<file path="config.mk">
export PLATFORM = sky130hd
export DESIGN_NAME = wavetimer
export DESIGN_NICKNAME = d
export VERILOG_FILES = /design/src/rtl/wt_pkg.sv /design/src/rtl/wt_tick_gen.sv /design/src/rtl/wt_core.sv /design/src/rtl/wt_wave.sv /design/src/rtl/wavetimer.sv
export SDC_FILE = /design/constraint.sdc
export NUM_CORES = 1
export LEC_CHECK = 0
export BUFFER_PORTS_ARGS = -buffer_cell sky130_fd_sc_hd__buf_4
export CORE_ASPECT_RATIO = 1.1
export CORE_MARGIN = 2
export CORE_UTILIZATION = 60
export DETAILED_ROUTE_END_ITERATION = 8
export PLACE_DENSITY_LB_ADDON = 0.3
export SLEW_MARGIN = 20
export SYNTH_ARGS = -nofsm -noshare
export SYNTH_HDL_FRONTEND = slang
export SYNTH_HIERARCHICAL = 1
export SYNTH_SLANG_ARGS = --single-unit
</file>
<file path="constraint.sdc">
create_clock -name clk -period 3.47 [get_ports clk]
set_clock_uncertainty 0.15 [all_clocks]
set_input_delay 0.5205 -clock clk [delete_from_list [all_inputs] [get_ports clk]]
set_output_delay 0.5205 -clock clk [all_outputs]
set_load 0.02 [all_outputs]
</file>
<file path="src/rtl/wt_pkg.sv">
package wt_pkg;
  typedef enum logic [1:0] {
    WM_FREE  = 2'd0,
    WM_DUAL  = 2'd1,
    WM_CLEAR = 2'd2,
    WM_SLOPE = 2'd3
  } wmode_t;

  localparam logic [1:0] A_CTRL = 2'd0;
  localparam logic [1:0] A_CNT  = 2'd1;
  localparam logic [1:0] A_CMP  = 2'd2;
  localparam logic [1:0] A_FLAG = 2'd3;

  function automatic logic is_pwm(input wmode_t m);
    return (m == WM_DUAL) || (m == WM_SLOPE);
  endfunction
endpackage

</file>
<file path="src/rtl/wt_tick_gen.sv">
module wt_tick_gen #(
  parameter int L_DIV_A = 3,
  parameter int L_DIV_B = 6,
  parameter int L_DIV_C = 8,
  parameter int L_DIV_D = 10,
  parameter int SYNC_N  = 2
) (
  input  logic       clk,
  input  logic       rst_n,
  input  logic [2:0] sel,
  input  logic       ext_in,
  output logic       tick
);
  localparam int PSC_W = L_DIV_D;

  logic [PSC_W-1:0]  psc;
  logic [SYNC_N-1:0] sy;
  logic              prev;
  logic              synced;

  always_ff @(posedge clk or negedge rst_n) begin
    if (!rst_n) psc <= '0;
    else        psc <= psc + PSC_W'(1);
  end

  generate
    if (SYNC_N == 1) begin : g_one
      always_ff @(posedge clk or negedge rst_n) begin
        if (!rst_n) sy <= '0;
        else        sy <= ext_in;
      end
    end else begin : g_chain
      always_ff @(posedge clk or negedge rst_n) begin
        if (!rst_n) sy <= '0;
        else        sy <= {sy[SYNC_N-2:0], ext_in};
      end
    end
  endgenerate

  assign synced = sy[SYNC_N-1];

  always_ff @(posedge clk or negedge rst_n) begin
    if (!rst_n) prev <= 1'b0;
    else        prev <= synced;
  end

  always_comb begin
    unique case (sel)
      3'd0: tick = 1'b0;
      3'd1: tick = 1'b1;
      3'd2: tick = &psc[L_DIV_A-1:0];
      3'd3: tick = &psc[L_DIV_B-1:0];
      3'd4: tick = &psc[L_DIV_C-1:0];
      3'd5: tick = &psc[L_DIV_D-1:0];
      3'd6: tick = prev & ~synced;
      default: tick = synced & ~prev;
    endcase
  end
endmodule

</file>
<file path="src/rtl/wt_core.sv">
module wt_core
  import wt_pkg::*;
#(
  parameter int W = 8
) (
  input  logic         clk,
  input  logic         rst_n,
  input  logic         tick,
  input  wmode_t       mode,
  input  logic         cnt_wr,
  input  logic         cmp_wr,
  input  logic [W-1:0] wdata,
  output logic [W-1:0] cnt,
  output logic [W-1:0] cmp_buf,
  output logic [W-1:0] cmp_act,
  output logic         down,
  output logic         cmp_evt,
  output logic         ovf_evt,
  output logic         wrap_evt
);
  localparam logic [W-1:0] MAXV = {W{1'b1}};
  localparam logic [W-1:0] ONE  = W'(1);

  logic adv;
  logic hush;
  logic at_max;
  logic at_min;
  logic eq;

  assign adv    = tick & ~cnt_wr;
  assign at_max = (cnt == MAXV);
  assign at_min = (cnt == '0);
  assign eq     = (cnt == cmp_act);

  assign cmp_evt  = adv & eq & ~hush;
  assign wrap_evt = adv & at_max;
  assign ovf_evt  = adv & ((mode == WM_DUAL) ? at_min : at_max);

  always_ff @(posedge clk or negedge rst_n) begin
    if (!rst_n) begin
      cnt  <= '0;
      down <= 1'b0;
    end else if (cnt_wr) begin
      cnt <= wdata;
      if (mode != WM_DUAL) down <= 1'b0;
    end else if (mode != WM_DUAL) begin
      down <= 1'b0;
      if (tick) begin
        if (mode == WM_CLEAR && eq) cnt <= '0;
        else                        cnt <= cnt + ONE;
      end
    end else if (tick) begin
      if (!down) begin
        if (at_max) begin
          cnt  <= MAXV - ONE;
          down <= 1'b1;
        end else begin
          cnt  <= cnt + ONE;
          down <= (cnt == MAXV - ONE);
        end
      end else begin
        if (at_min) begin
          cnt  <= ONE;
          down <= 1'b0;
        end else begin
          cnt  <= cnt - ONE;
          down <= (cnt != ONE);
        end
      end
    end
  end

  always_ff @(posedge clk or negedge rst_n) begin
    if (!rst_n)      hush <= 1'b0;
    else if (cnt_wr) hush <= 1'b1;
    else if (tick)   hush <= 1'b0;
  end

  always_ff @(posedge clk or negedge rst_n) begin
    if (!rst_n) begin
      cmp_buf <= '0;
      cmp_act <= '0;
    end else begin
      if (cmp_wr) cmp_buf <= wdata;
      if (!is_pwm(mode))      cmp_act <= cmp_wr ? wdata : cmp_buf;
      else if (wrap_evt)      cmp_act <= cmp_buf;
    end
  end
endmodule

</file>
<file path="src/rtl/wt_wave.sv">
module wt_wave
  import wt_pkg::*;
(
  input  logic       clk,
  input  logic       rst_n,
  input  wmode_t     mode,
  input  logic [1:0] oc,
  input  logic       cmp_evt,
  input  logic       wrap_evt,
  input  logic       down,
  output logic       pin
);
  logic lvl;
  logic muted;

  always_ff @(posedge clk or negedge rst_n) begin
    if (!rst_n) begin
      lvl <= 1'b0;
    end else begin
      unique case (mode)
        WM_FREE, WM_CLEAR: begin
          if (cmp_evt) begin
            unique case (oc)
              2'd1: lvl <= ~lvl;
              2'd2: lvl <= 1'b0;
              2'd3: lvl <= 1'b1;
              default: lvl <= lvl;
            endcase
          end
        end
        WM_SLOPE: begin
          if (oc[1]) begin
            if (wrap_evt)     lvl <= ~oc[0];
            else if (cmp_evt) lvl <= oc[0];
          end
        end
        default: begin
          if (oc[1] && cmp_evt) lvl <= down ? ~oc[0] : oc[0];
        end
      endcase
    end
  end

  assign muted = (oc == 2'd0) || (is_pwm(mode) && oc == 2'd1);
  assign pin   = muted ? 1'b0 : lvl;
endmodule

</file>
<file path="src/rtl/wavetimer.sv">
module wavetimer
  import wt_pkg::*;
#(
  parameter int W      = 8,
  parameter int SYNC_N = 2
) (
  input  logic         clk,
  input  logic         rst_n,
  input  logic         ext_cnt_i,
  input  logic         reg_wr_i,
  input  logic [1:0]   reg_waddr_i,
  input  logic [W-1:0] reg_wdata_i,
  input  logic [1:0]   reg_raddr_i,
  output logic [W-1:0] reg_rdata_o,
  output logic         wave_o,
  output logic         irq_ovf_o,
  output logic         irq_cmp_o
);
  logic [2:0]   cs;
  logic [1:0]   oc;
  wmode_t       mode;
  logic         tick;
  logic         ctrl_wr, cnt_wr, cmp_wr, flag_wr;
  logic [W-1:0] cnt, cmp_buf, cmp_act;
  logic         down, cmp_evt, ovf_evt, wrap_evt;
  logic         f_ovf, f_cmp, en_ovf, en_cmp;

  assign ctrl_wr = reg_wr_i && reg_waddr_i == A_CTRL;
  assign cnt_wr  = reg_wr_i && reg_waddr_i == A_CNT;
  assign cmp_wr  = reg_wr_i && reg_waddr_i == A_CMP;
  assign flag_wr = reg_wr_i && reg_waddr_i == A_FLAG;

  always_ff @(posedge clk or negedge rst_n) begin
    if (!rst_n) begin
      cs   <= '0;
      oc   <= '0;
      mode <= WM_FREE;
    end else if (ctrl_wr) begin
      cs   <= reg_wdata_i[6:4];
      oc   <= reg_wdata_i[3:2];
      mode <= wmode_t'(reg_wdata_i[1:0]);
    end
  end

  wt_tick_gen #(.SYNC_N(SYNC_N)) tick_i (
    .clk   (clk),
    .rst_n (rst_n),
    .sel   (cs),
    .ext_in(ext_cnt_i),
    .tick  (tick)
  );

  wt_core #(.W(W)) core_i (
    .clk     (clk),
    .rst_n   (rst_n),
    .tick    (tick),
    .mode    (mode),
    .cnt_wr  (cnt_wr),
    .cmp_wr  (cmp_wr),
    .wdata   (reg_wdata_i),
    .cnt     (cnt),
    .cmp_buf (cmp_buf),
    .cmp_act (cmp_act),
    .down    (down),
    .cmp_evt (cmp_evt),
    .ovf_evt (ovf_evt),
    .wrap_evt(wrap_evt)
  );

  wt_wave wave_i (
    .clk     (clk),
    .rst_n   (rst_n),
    .mode    (mode),
    .oc      (oc),
    .cmp_evt (cmp_evt),
    .wrap_evt(wrap_evt),
    .down    (down),
    .pin     (wave_o)
  );

  always_ff @(posedge clk or negedge rst_n) begin
    if (!rst_n) begin
      f_ovf  <= 1'b0;
      f_cmp  <= 1'b0;
      en_ovf <= 1'b0;
      en_cmp <= 1'b0;
    end else begin
      f_ovf <= ovf_evt | (f_ovf & ~(flag_wr & reg_wdata_i[0]));
      f_cmp <= cmp_evt | (f_cmp & ~(flag_wr & reg_wdata_i[1]));
      if (flag_wr) begin
        en_ovf <= reg_wdata_i[2];
        en_cmp <= reg_wdata_i[3];
      end
    end
  end

  assign irq_ovf_o = f_ovf & en_ovf;
  assign irq_cmp_o = f_cmp & en_cmp;

  always_comb begin
    reg_rdata_o = '0;
    unique case (reg_raddr_i)
      A_CTRL: reg_rdata_o[6:0] = {cs, oc, mode};
      A_CNT:  reg_rdata_o = cnt;
      A_CMP:  reg_rdata_o = cmp_buf;
      default: reg_rdata_o[3:0] = {en_cmp, en_ovf, f_cmp, f_ovf};
    endcase
  end
endmodule

</file>
==> results by group <==
Outcome
  • Run status: finished, final reports clean

GRT
  • Met1 GRT Util: 0.354
  • GRT Max-Usage Layer: met2
  • Vias in the first global route: 2628
  • GR Util met2: 0.457
  • Largest net degree at the start of global routing: 52
  • GR Util All Layers: 0.276
  • Antenna violations before repair: 0
  • First-pass GRT wire length: 12300 um
  • GR met3 Demand/Resource: 0.0492
  • Grt total ovfl: 0

Logic synthesis
  • Syn Std Cell Area: 3120 um2
  • Seq cells post-synth: 51
  • Warning count from the yosys run: 6
  • Post-synth EDFFs: 0
  • Synthesized instance count: 329
  • Seq/Total Area, Yosys: 0.409
  • Ys async rst share: 1.00
  • Synthesized area per cell: 9.49 um2
  • Synth unique cells: 55
  • Main synth FF type: dfrtp_1
  • Net Count, Synth: 356

Setup path
  • CP Class: flip-flop to flip-flop
  • Critical R2R Capture: wave_i/lvl$_DFFE_PN0P_
  • CP endpoint: wave_i/lvl$_DFFE_PN0P_
  • Worst R2R Path Depth: 13
  • WP data required: 3.54 ns
  • Worst reg2reg path startpoint: tick_i/psc[0]$_DFF_PN0_
  • Crit path DAT: 3.14 ns
  • Worst reg2reg setup slack: 0.40 ns
  • CP max FO: 9
  • Launch point of the worst path: tick_i/psc[0]$_DFF_PN0_
  • Critical path launch point type: flip-flop
  • Endpoint class of the critical path: flip-flop

Clock tree
  • Htree depth: 2
  • # hold bufs at CTS: 0
  • CTS resizes: 0
  • Post-CTS Setup Bufs: 0
  • CTS max path bufs: 2
  • Num CTS Buffers: 5
  • Reg clk slew, reported paths: 0.09 ns
  • Clock sink total: 51
  • Latest clock arrival within the worst-skew pair: 0.30 ns
  • Root Buffer: clkbuf_8
  • CTS tree: yes

STA
  • Fmax: 0.325 GHz
  • Hold_ws: 0.0763 ns
  • Final setup fails: 0
  • Worst-Margin Slew: 0.900 ns
  • Final period util: 0.886
  • Setup ws final: 0.396 ns
  • Final Critical Period: 3.07 ns
  • Max-slew violations: 0
  • RSZ-0062 raised after global routing: no
  • Hold Vio Cnt, Final: 0
  • Worst slew margin: 0.398
  • Setup TNS: 0 ns

Power and ir drop
  • Power, Total: 2.12 mW
  • Max VDD drop: 0.409 mV
  • Leakage: 1.48 nW
  • Power Dens Cells: 612 nW/um2

Placed design
  • Post-DP HPWL: 5290 um
  • Pre-CTS setup slack: 0.461 ns
  • GPL Wtd Cong: 0.894
  • # port buffers: 26
  • Placed Cells: 397

Die
  • Die X: 72.8 um
  • Die area: 5800 um2
  • Area of the core: 5000 um2
  • Row cnt: 27
  • Ports: 27
  • Vert. Die Dim: 79.7 um
  • Initial core utilization: 0.624

Finish
  • Multi-input logic area: 1720 um2
  • Fillers: 391
  • Non-filler cells, final: 405
  • Fin nets: 373
  • Layout cells sized above 1: 0.199
  • Layout overhead on the synthesized area: 10.8%
  • Register area: 1280 um2
  • ANT cells: 0

Drt
  • Residual DRC count: 0
  • DR vias: 2640
  • Number of DRC markers in iteration 0: 251
  • Via-to-Cell Ratio: 6.52
  • DRT Pass-1 Iters: 8
  • Routed wire length: 7400 um
  • Post-DRT Antenna Nets: 0
  • Routed length per placed instance: 18.3 um

Job
  • Max_cap viols: 0

Hold path
  • Hold crit path type: primary input to async pin
## cells in the mapped netlist (3+ instances only)
cell / instances / area, um2
nand2b_1: 4 / 25.0
inv_1: 11 / 41.3
a222oi_1: 7 / 70.1
a21oi_1: 13 / 65.1
nand3_1: 10 / 50.1
nand2_1: 37 / 139
o21ai_0: 12 / 60.1
a31oi_1: 11 / 68.8
a21o_1: 4 / 30.0
dfrtp_1: 51 / 1280
mux2i_1: 5 / 50.1
nand4_1: 7 / 43.8
xnor2_1: 10 / 87.6
nor2b_1: 4 / 25.0
nor2_1: 28 / 105
o31ai_1: 3 / 22.5
mux2_2: 19 / 214
nor3_1: 5 / 25.0
clkbuf_1: 15 / 56.3
buf_1: 3 / 11.3
xor2_1: 14 / 123
o311ai_0: 3 / 26.3
ha_1: 11 / 138
## cells in the final DEF (no fill, tap or decap), drive strengths merged, types with 2 or more instances in the layout
cell type | Yosys | routed
nand3b | 2 | 2
and3 | 3 | 3
nand4 | 8 | 8
nand2b | 4 | 4
dfrtp | 51 | 51
nor3b | 2 | 2
or4 | 3 | 3
mux2 | 19 | 19
a222oi | 7 | 7
nand2 | 37 | 37
nor3 | 6 | 6
a21oi | 13 | 13
xnor2 | 10 | 10
a22oi | 2 | 2
nand3 | 10 | 10
xor2 | 14 | 14
nor4 | 2 | 2
nor2 | 29 | 29
nor2b | 5 | 5
inv | 11 | 12
clkbuf | 15 | 5
ha | 11 | 11
o311ai | 4 | 4
or3 | 2 | 2
mux2i | 5 | 5
o21ai | 12 | 12
buf | 5 | 30
o31ai | 3 | 3
a21o | 4 | 4
o31a | 2 | 2
clkinv | 1 | 2
and4 | 3 | 3
a31oi | 11 | 11
a221oi | 3 | 3
## state kept, by name (all words and copies together) (netlist names)
signal and count:
core_i/cmp_act 8, core_i/cmp_buf 8, core_i/cnt 8, core_i/down 1
core_i/hush 1, cs 3, en_cmp 1, en_ovf 1
f_cmp 1, f_ovf 1, mode 2, oc 2
tick_i/prev 1, tick_i/psc 10, tick_i/sy 2, wave_i/lvl 1
## worst max-delay path, stage by stage, from the launching register on
cell,delay (ns)
dfrtp_1,0.46
ha_1,0.30
ha_1,0.21
a211oi_1,0.23
a41oi_1,0.07
o211a_1,0.18
inv_1,0.13
nor2_1,0.10
nand2_1,0.28
clkinv_1,0.14
mux2i_1,0.18
xnor2_1,0.14
a22oi_1,0.13
a221oi_2,0.29
## routing by layer
metal,share of wire,vias up,wire length [um]
li1,-,1218,-
met4,0.043,0,318
met2,0.49,107,3650
met3,0.055,30,406
met1,0.41,1285,3030
met5,0,-,0
## layout make-up
class / count / area share
multi-input combinational: 246 / 0.498
sequential: 51 / 0.369
timing repair buffer: 30 / 0.0651
tap: 58 / 0.0210
clock buffer: 5 / 0.0199
clock inverter: 3 / 0.0137
inverter: 12 / 0.0130
## kinds of logic after synthesis
kind of cell               count (synthesis)  synth area share
AOI/OAI and AO/OA                         69             0.154
xor gates and xnor gates                  24            0.0673
adders and majority gates                 11            0.0441
buffers and inverters                     32            0.0393
DFF                                       51             0.409
muxes                                     24            0.0846
and+or+nand+nor                          118             0.202
## worst min-delay path by stage
stage | from | slack [ns] | endpoint
finish | rst_n | 0.08 | cs[2]$_DFFE_PN0P_
global route | rst_n | 0.12 | cs[2]$_DFFE_PN0P_
CTS | rst_n | 0.1 | cs[2]$_DFFE_PN0P_
detailed placement | tick_i/sy[0]$_DFF_PN0_ | 0.19 | tick_i/sy[1]$_DFF_PN0_
global placement | tick_i/sy[0]$_DFF_PN0_ | 0.18 | tick_i/sy[1]$_DFF_PN0_
floorplan | rst_n | 0.07 | core_i/cmp_act[0]$_DFFE_PN0P_
## through the flow
stage / instance area [um2] / util
after floorplan: 3120 / -
after global placement: 3340 / 0.668
after detailed placement: 3340 / 0.668
after CTS: 3460 / 0.692
after global routing: 3460 / 0.692
final: 3460 / 0.692
## report_power, final
group          switching (mW)  internal (mW)
registers               0.242          0.715
logic                   0.404          0.340
clock network           0.197          0.219
total                   0.843           1.27
No activity file was read; power rests on OpenSTA's default activity.
